File: config.mk
export PLATFORM = sky130hd
export DESIGN_NAME = exc_entry_seq
export DESIGN_NICKNAME = d
export VERILOG_FILES = /design/src/rtl/exc_entry_pkg.sv /design/src/rtl/exc_req_arbiter.sv /design/src/rtl/exc_status_xform.sv /design/src/rtl/exc_vec_fetch.sv /design/src/rtl/exc_entry_seq.sv
export SDC_FILE = /design/constraint.sdc
export NUM_CORES = 1
export LEC_CHECK = 0
export ABC_AREA = 1
export BUFFER_PORTS_ARGS = -buffer_cell sky130_fd_sc_hd__clkbuf_2
export CORE_AREA = 2 2 205 207
export DETAILED_ROUTE_END_ITERATION = 6
export DIE_AREA = 0 0 207 209
export SLEW_MARGIN = 20
export SYNTH_ARGS = -nofsm -noshare
export SYNTH_HDL_FRONTEND = slang
export SYNTH_SLANG_ARGS = --single-unit
File: constraint.sdc
create_clock -name clk -period 2.5 [get_ports clk]
set_clock_uncertainty 0.1 [all_clocks]
set_input_delay 0.375 -clock clk [delete_from_list [all_inputs] [get_ports clk]]
set_output_delay 0.375 -clock clk [all_outputs]
set_load 0.02 [all_outputs]
File: src/rtl/exc_entry_pkg.sv
package exc_entry_pkg;

    typedef enum logic [2:0] {
        ST_IDLE,
        ST_SAVE,
        ST_STATUS,
        ST_FETCH,
        ST_DONE
    } seq_state_e;

    typedef enum logic [1:0] {
        CAUSE_IRQ,
        CAUSE_BRK,
        CAUSE_NMI,
        CAUSE_BFLT
    } cause_e;

endpackage

File: src/rtl/exc_req_arbiter.sv
module exc_req_arbiter
    import exc_entry_pkg::*;
#(
    parameter int VEC_W = 8
) (
    input  logic             irq_req,
    input  logic             irq_ok,
    input  logic [VEC_W-1:0] irq_vec,
    input  logic             nmi_req,
    input  logic             nmi_ok,
    input  logic             brk_req,
    input  logic [VEC_W-1:0] brk_vec,
    input  logic             bflt_req,
    input  logic [VEC_W-1:0] bflt_vec,
    output logic             take,
    output cause_e           cause,
    output logic [VEC_W-1:0] vec
);

    // Fixed priority: bus fault, NMI, break, maskable interrupt.
    always_comb begin
        take  = 1'b1;
        cause = CAUSE_IRQ;
        vec   = '0;
        if (bflt_req) begin
            cause = CAUSE_BFLT;
            vec   = bflt_vec;
        end else if (nmi_req && nmi_ok) begin
            cause = CAUSE_NMI;
            vec   = '0;
        end else if (brk_req) begin
            cause = CAUSE_BRK;
            vec   = brk_vec;
        end else if (irq_req && irq_ok) begin
            cause = CAUSE_IRQ;
            vec   = irq_vec;
        end else begin
            take  = 1'b0;
        end
    end

endmodule

File: src/rtl/exc_status_xform.sv
module exc_status_xform #(
    parameter int XLEN     = 32,
    parameter int NMIE_BIT = 30,
    parameter int KEEP_W   = 2,
    parameter int CLR_W    = 10
) (
    input  logic [XLEN-1:0] sr_old,
    input  logic            clr_nmie,
    output logic [XLEN-1:0] sr_new
);

    localparam int MOVE_W = XLEN - KEEP_W - CLR_W;

    logic [XLEN-1:0] sr_pre;

    always_comb begin
        sr_pre = sr_old;
        if (clr_nmie) begin
            sr_pre[NMIE_BIT] = 1'b0;
        end
    end

    // Keep the top field, push the low field up into saved positions,
    // and zero the live flag area.
    assign sr_new = {sr_pre[XLEN-1 -: KEEP_W], sr_pre[MOVE_W-1:0], {CLR_W{1'b0}}};

endmodule

File: src/rtl/exc_vec_fetch.sv
module exc_vec_fetch #(
    parameter int XLEN  = 32,
    parameter int VEC_W = 8
) (
    input  logic             clk,
    input  logic             rst_n,
    input  logic             fetch_en,
    input  logic [XLEN-1:0]  base,
    input  logic [VEC_W-1:0] vec,
    input  logic             mem_rvalid,
    input  logic [XLEN-1:0]  mem_rdata,
    output logic             mem_req,
    output logic [XLEN-1:0]  mem_addr,
    output logic [XLEN-1:0]  handler
);

    localparam int PAD_W = XLEN - VEC_W - 2;

    logic [XLEN-1:0] handler_q;

    assign mem_req  = fetch_en;
    assign mem_addr = base + {{PAD_W{1'b0}}, vec, 2'b00};
    assign handler  = handler_q;

    always_ff @(posedge clk or negedge rst_n) begin
        if (!rst_n) begin
            handler_q <= '0;
        end else if (fetch_en && mem_rvalid) begin
            handler_q <= mem_rdata;
        end
    end

endmodule

File: src/rtl/exc_entry_seq.sv
module exc_entry_seq
    import exc_entry_pkg::*;
#(
    parameter int XLEN     = 32,
    parameter int VEC_W    = 8,
    parameter int DSLOT_W  = 2,
    parameter int IE_BIT   = 5,
    parameter int USER_BIT = 8,
    parameter int NMIE_BIT = 30,
    parameter int KEEP_W   = 2,
    parameter int CLR_W    = 10,
    parameter int EXS_LSB  = 8
) (
    input  logic             clk,
    input  logic             rst_n,
    input  logic             irq_req,
    input  logic [VEC_W-1:0] irq_vec,
    input  logic             irq_locked,
    input  logic             nmi_req,
    input  logic             brk_req,
    input  logic [VEC_W-1:0] brk_vec,
    input  logic             bus_fault_req,
    input  logic [VEC_W-1:0] bus_fault_vec,
    input  logic [XLEN-1:0]  bus_fault_addr,
    input  logic [XLEN-1:0]  cur_pc,
    input  logic [DSLOT_W-1:0] dslot_cnt,
    input  logic [XLEN-1:0]  sr_in,
    output logic             sr_we,
    output logic [XLEN-1:0]  sr_out,
    input  logic [XLEN-1:0]  sp_in,
    input  logic [XLEN-1:0]  ksp_in,
    output logic             sp_we,
    output logic [XLEN-1:0]  sp_out,
    output logic             usp_we,
    output logic [XLEN-1:0]  usp_out,
    output logic [XLEN-1:0]  ret_addr,
    output logic             erp_we,
    output logic             nrp_we,
    output logic             exs_we,
    output logic [XLEN-1:0]  exs_out,
    output logic             fault_addr_we,
    output logic [XLEN-1:0]  fault_addr_out,
    output logic             dslot_clr,
    input  logic [XLEN-1:0]  base_in,
    output logic             mem_req,
    output logic [XLEN-1:0]  mem_addr,
    input  logic             mem_rvalid,
    input  logic [XLEN-1:0]  mem_rdata,
    output logic             pc_we,
    output logic [XLEN-1:0]  pc_out,
    output logic             busy,
    output logic             abort
);

    localparam int EXS_HI_W = XLEN - EXS_LSB - VEC_W;
    localparam int DS_PAD_W = XLEN - DSLOT_W;

    seq_state_e          state_q, state_d;
    cause_e              cause_q;
    logic [VEC_W-1:0]    vec_q;
    logic [XLEN-1:0]     ret_q;
    logic [XLEN-1:0]     fault_addr_q;
    logic                dslot_q;
    logic                live_q;
    logic                abort_q;

    logic                arb_take;
    cause_e              arb_cause;
    logic [VEC_W-1:0]    arb_vec;
    logic [XLEN-1:0]     sr_xf;
    logic [XLEN-1:0]     handler;
    logic                accept;

    exc_req_arbiter #(.VEC_W(VEC_W)) u_arb (
        .irq_req  (irq_req),
        .irq_ok   (sr_in[IE_BIT] && !irq_locked),
        .irq_vec  (irq_vec),
        .nmi_req  (nmi_req),
        .nmi_ok   (sr_in[NMIE_BIT]),
        .brk_req  (brk_req),
        .brk_vec  (brk_vec),
        .bflt_req (bus_fault_req),
        .bflt_vec (bus_fault_vec),
        .take     (arb_take),
        .cause    (arb_cause),
        .vec      (arb_vec)
    );

    exc_status_xform #(
        .XLEN(XLEN), .NMIE_BIT(NMIE_BIT), .KEEP_W(KEEP_W), .CLR_W(CLR_W)
    ) u_xf (
        .sr_old   (sr_in),
        .clr_nmie (cause_q == CAUSE_NMI),
        .sr_new   (sr_xf)
    );

    exc_vec_fetch #(.XLEN(XLEN), .VEC_W(VEC_W)) u_fetch (
        .clk        (clk),
        .rst_n      (rst_n),
        .fetch_en   (state_q == ST_FETCH),
        .base       (base_in),
        .vec        (vec_q),
        .mem_rvalid (mem_rvalid),
        .mem_rdata  (mem_rdata),
        .mem_req    (mem_req),
        .mem_addr   (mem_addr),
        .handler    (handler)
    );

    assign accept = (state_q == ST_IDLE) && arb_take;

    // Next-state logic
    always_comb begin
        state_d = state_q;
        unique case (state_q)
            ST_IDLE:   if (arb_take) state_d = ST_SAVE;
            ST_SAVE:   state_d = ST_STATUS;
            ST_STATUS: state_d = ST_FETCH;
            ST_FETCH:  if (mem_rvalid) state_d = ST_DONE;
            ST_DONE:   state_d = ST_IDLE;
            default:   state_d = ST_IDLE;
        endcase
    end

    // State register and entry context
    always_ff @(posedge clk or negedge rst_n) begin
        if (!rst_n) begin
            state_q      <= ST_IDLE;
            cause_q      <= CAUSE_IRQ;
            vec_q        <= '0;
            ret_q        <= '0;
            fault_addr_q <= '0;
            dslot_q      <= 1'b0;
            live_q       <= 1'b0;
            abort_q      <= 1'b0;
        end else begin
            state_q <= state_d;
            if (accept) begin
                cause_q      <= arb_cause;
                vec_q        <= arb_vec;
                ret_q        <= cur_pc - {{DS_PAD_W{1'b0}}, dslot_cnt};
                dslot_q      <= (dslot_cnt != '0);
                fault_addr_q <= bus_fault_addr;
                live_q       <= 1'b1;
            end else if (state_q == ST_DONE) begin
                live_q       <= 1'b0;
            end
            if (live_q && cause_q == CAUSE_BFLT && bus_fault_req) begin
                abort_q <= 1'b1;
            end
        end
    end

    // Output decode
    always_comb begin
        erp_we         = 1'b0;
        nrp_we         = 1'b0;
        exs_we         = 1'b0;
        fault_addr_we  = 1'b0;
        dslot_clr      = 1'b0;
        sr_we          = 1'b0;
        sp_we          = 1'b0;
        usp_we         = 1'b0;
        pc_we          = 1'b0;
        unique case (state_q)
            ST_IDLE: ;
            ST_SAVE: begin
                erp_we        = (cause_q != CAUSE_NMI);
                nrp_we        = (cause_q == CAUSE_NMI);
                exs_we        = 1'b1;
                fault_addr_we = (cause_q == CAUSE_BFLT);
                dslot_clr     = dslot_q;
            end
            ST_STATUS: begin
                sr_we  = 1'b1;
                sp_we  = sr_in[USER_BIT];
                usp_we = sr_in[USER_BIT];
            end
            ST_FETCH: ;
            ST_DONE: pc_we = 1'b1;
            default: ;
        endcase
    end

    assign ret_addr       = ret_q;
    assign exs_out        = {{EXS_HI_W{1'b0}}, vec_q, {EXS_LSB{1'b0}}};
    assign fault_addr_out = fault_addr_q;
    assign sr_out         = sr_xf;
    assign sp_out         = ksp_in;
    assign usp_out        = sp_in;
    assign pc_out         = handler;
    assign busy           = (state_q != ST_IDLE);
    assign abort          = abort_q;

endmodule

==> impl_metrics.csv <==
group,metric,value,unit
clock_tree,numCtsBuffers,9,
synthesis,avgSynthCellArea,7.041,um2
placed_design,dp_cells,1806,
finish,layout-drive-gt1-share,0.3510,
run_status,status,"finished with violations",
finish,multi_input_area,3802,um2
placed_design,dp_hpwl,21.91,mm
synthesis,synth_ff_type,"dfrtp_1",
finish,antenna_cells,0,
timing,fin_crit_sh,1.047,
worst_setup_path,crit_path_frequent_cell,"nand2_2",
worst_setup_path,slowest_delay,0.39,ns
floorplan,fp-row-count,75,
worst_setup_path,criticalPathCategory,"reg -> out",
floorplan,fp.dieW,207,um
worst_setup_path,path_cells,"ha_2, inv_2, fa_2, o21ai_4, buf_6, nand2_2, nand2_2, nand2_2, xnor2_2, buf_4",
global_routing,antenna_found_initial,1,
timing,setup_viol,14,
worst_setup_path,reg2reg_depth,7,
global_routing,grt_pass1_vias,7306,
global_routing,grt_pass1_wl,40.68,mm
worst_setup_path,critical_path_required,2.03,ns
synthesis,synth_top_area_share,0.3777,
clock_tree,cts_tree,"yes",
timing,worst_pin_slew,0.8983,ns
worst_setup_path,start_kind,"flip-flop",
placed_design,routabilityCongestion,0.9207,
finish,nets,1567,
worst_hold_path,min_from,"bus_fault_addr[14]",
route,detail_route.wirelength,26.89,mm
floorplan,core-area,41290,um2
timing,setup_tns,-1.009,ns
power_and_ir_drop,peakVddDrop,0.4945,mV
run_status,violations,"negative setup slack",
route,drc,0,
worst_setup_path,cp.arrival,2.14,ns
worst_hold_path,whs_path_depth,3,
synthesis,synth_top_area_cell,"dfrtp_1",
worst_setup_path,crit_start,"vec_q[0]",
synthesis,synth_edf_count,0,
timing,period_needed,2.619,ns
floorplan,boundaryPins,526,
route,wl_per_cell,14.61,um
synthesis,syn_inst,1054,
floorplan,die-area,43260,um2
timing,rsz0062_at_grt,"yes",
job,cap_viol_max_count,0,
synthesis,ys_warn_count,0,
worst_setup_path,worst-path-stages,10,
finish,fillers,4616,
synthesis,synth_area,7421,um2
synthesis,ys_seq_elements,112,
timing,maxSlewHeadroom,0.4003,
route,drt_iter0_drc,343,
finish,instances_no_fill,1841,
worst_setup_path,critPathTopFamily,"adder cells",
clock_tree,insertion_delay,0.37,ns
clock_tree,h-tree-depth,3,
route,via_count,7385,
clock_tree,cts-root-buf,"clkbuf_16",
floorplan,die_h,209,um
finish,layout.cells.most_common,"nand2_1",
timing,max_freq,0.3819,GHz
finish,syn_to_final_growth,33.00,%
worst_setup_path,worst_setup_path_end_kind,"output port",
route,via_per_inst,4.011,
floorplan,start_util,0.1797,
worst_setup_path,worst_path_max_delay_cell,"fa_2",
worst_setup_path,r2r-start,"state_q[2]",
finish,final_core_util,0.2390,
synthesis,ys_types,35,
global_routing,grt_overflow,0,
synthesis,yosysSeqAreaShare,0.3777,
route,dr.pass1.iters,5,
synthesis,synth-async-reset-ratio,1.000,
clock_tree,clkSlewWorstSetupHoldPaths,0.08,ns
timing,fin_ws,-0.1186,ns
clock_tree,clock_path_buffers,2,
synthesis,synth_area_leaders,"dfrtp_1, nand2_1, buf_4, nor2_1, inv_1",
timing,holdWs,0.08612,ns
clock_tree,clkSinkCount,112,
placed_design,preCtsSetupSlack,-0.01645,ns
global_routing,grt_max_degree,53,
route,ant_nets,0,
worst_setup_path,crit_fanout,3,
global_routing,track_usage,0.1209,
finish,seq_area,2804,um2
finish,most-common-layout-cells,"nand2_1, clkbuf_2, dfrtp_1, nor2_1, inv_1",
timing,final_hold_viol_count,0,
timing,maxSlewViolCount,0,
power_and_ir_drop,leakage,5.324,nW
placed_design,io_buffers,311,
worst_setup_path,cp.buffers_inverters,3,
worst_hold_path,hold_class,"in -> reg",
power_and_ir_drop,cellPowerDensity,1043,nW/um2
[power by group]
part           switching [W]  internal, W
Clock               0.000769     0.000830
Sequential          0.000512      0.00266
Combinational        0.00365      0.00188
[cell type report]
cell class                 instances  area share
clock buffer                      10     0.02421
clock inverter                     6    0.008240
inverter                          78     0.02992
multi-input combinational        752      0.3853
sequential                       112      0.2841
tap                              539     0.06833
timing repair buffer             344      0.1999
[registers in the layout, indices dropped and copies added (netlist names), 2 cells and up]
name / flops
cause_q: 2
fault_addr_out: 32
ret_addr: 32
state_q: 3
u_fetch.handler: 32
vec_q: 8
[path summary, 6_finish.rpt]
kind	to	slack, ns
min in group asynchronous	ret_addr[19]	0.47
max in group asynchronous	u_fetch.handler[13]	1.13
worst min-delay path	fault_addr_out[14]	0.09
worst max-delay path	mem_addr[26]	-0.12
worst min register to register	abort	0.38
worst max register to register	dslot_q	0.39
[metal layers]
| metal | wire, um | vias up | global-route usage |
|---|---|---|---|
| met5 | 62 | - | 0.007786 |
| met4 | 1299 | 4 | 0.07241 |
| met3 | 2347 | 87 | 0.04073 |
| met2 | 13020 | 382 | 0.2082 |
| met1 | 10160 | 3316 | 0.1276 |
| li1 | - | 3596 | - |
[Yosys cell counts (5+ instances only)]
library cell and n:
a21oi_1 7, a22oi_1 8, buf_2 12, buf_4 126, dfrtp_1 112, ha_1 10
inv_1 73, inv_2 5, nand2_1 438, nand3_1 42, nand3b_1 7, nand4_1 14
nor2_1 92, nor3_1 8, o21ai_0 40, xnor2_1 7, xor2_1 19
[cell families (layout without fill, tap and decap cells)]
family	count (synthesis)	in the layout	synth area share
flops	112	112	0.3777
other cells	1	34	0.0005053
compound gates	65	65	0.05008
fa+ha+maj	12	12	0.02226
buf+inv	223	438	0.1816
simple gates	615	615	0.3372
xor+xnor	26	26	0.03069
[tightest hold or removal path, delay by kind of cell]
kind / cells / cell delay (ns)
buffers and inverters: 1 / 0.07
AND/OR/NAND/NOR: 2 / 0.08
[through the flow]
| stage | total power, W | area, um2 |
|---|---|---|
| after floorplan | 0.006527 | 7545 |
| after global placement | 0.008151 | 8853 |
| after detailed placement | 0.008247 | 8853 |
| after CTS | 0.01027 | 9575 |
| after global routing | 0.01109 | 9869 |
| final | 0.01030 | 9869 |
[timing repair]
item,in CTS,in global routing
pin swaps,26,34
resized for setup,75,100
hold buffers,1,0
setup buffers,13,5
endpoints found under the setup margin,27,26
hold endpoints to repair,41,0
Power figures use the tool's default switching activity.
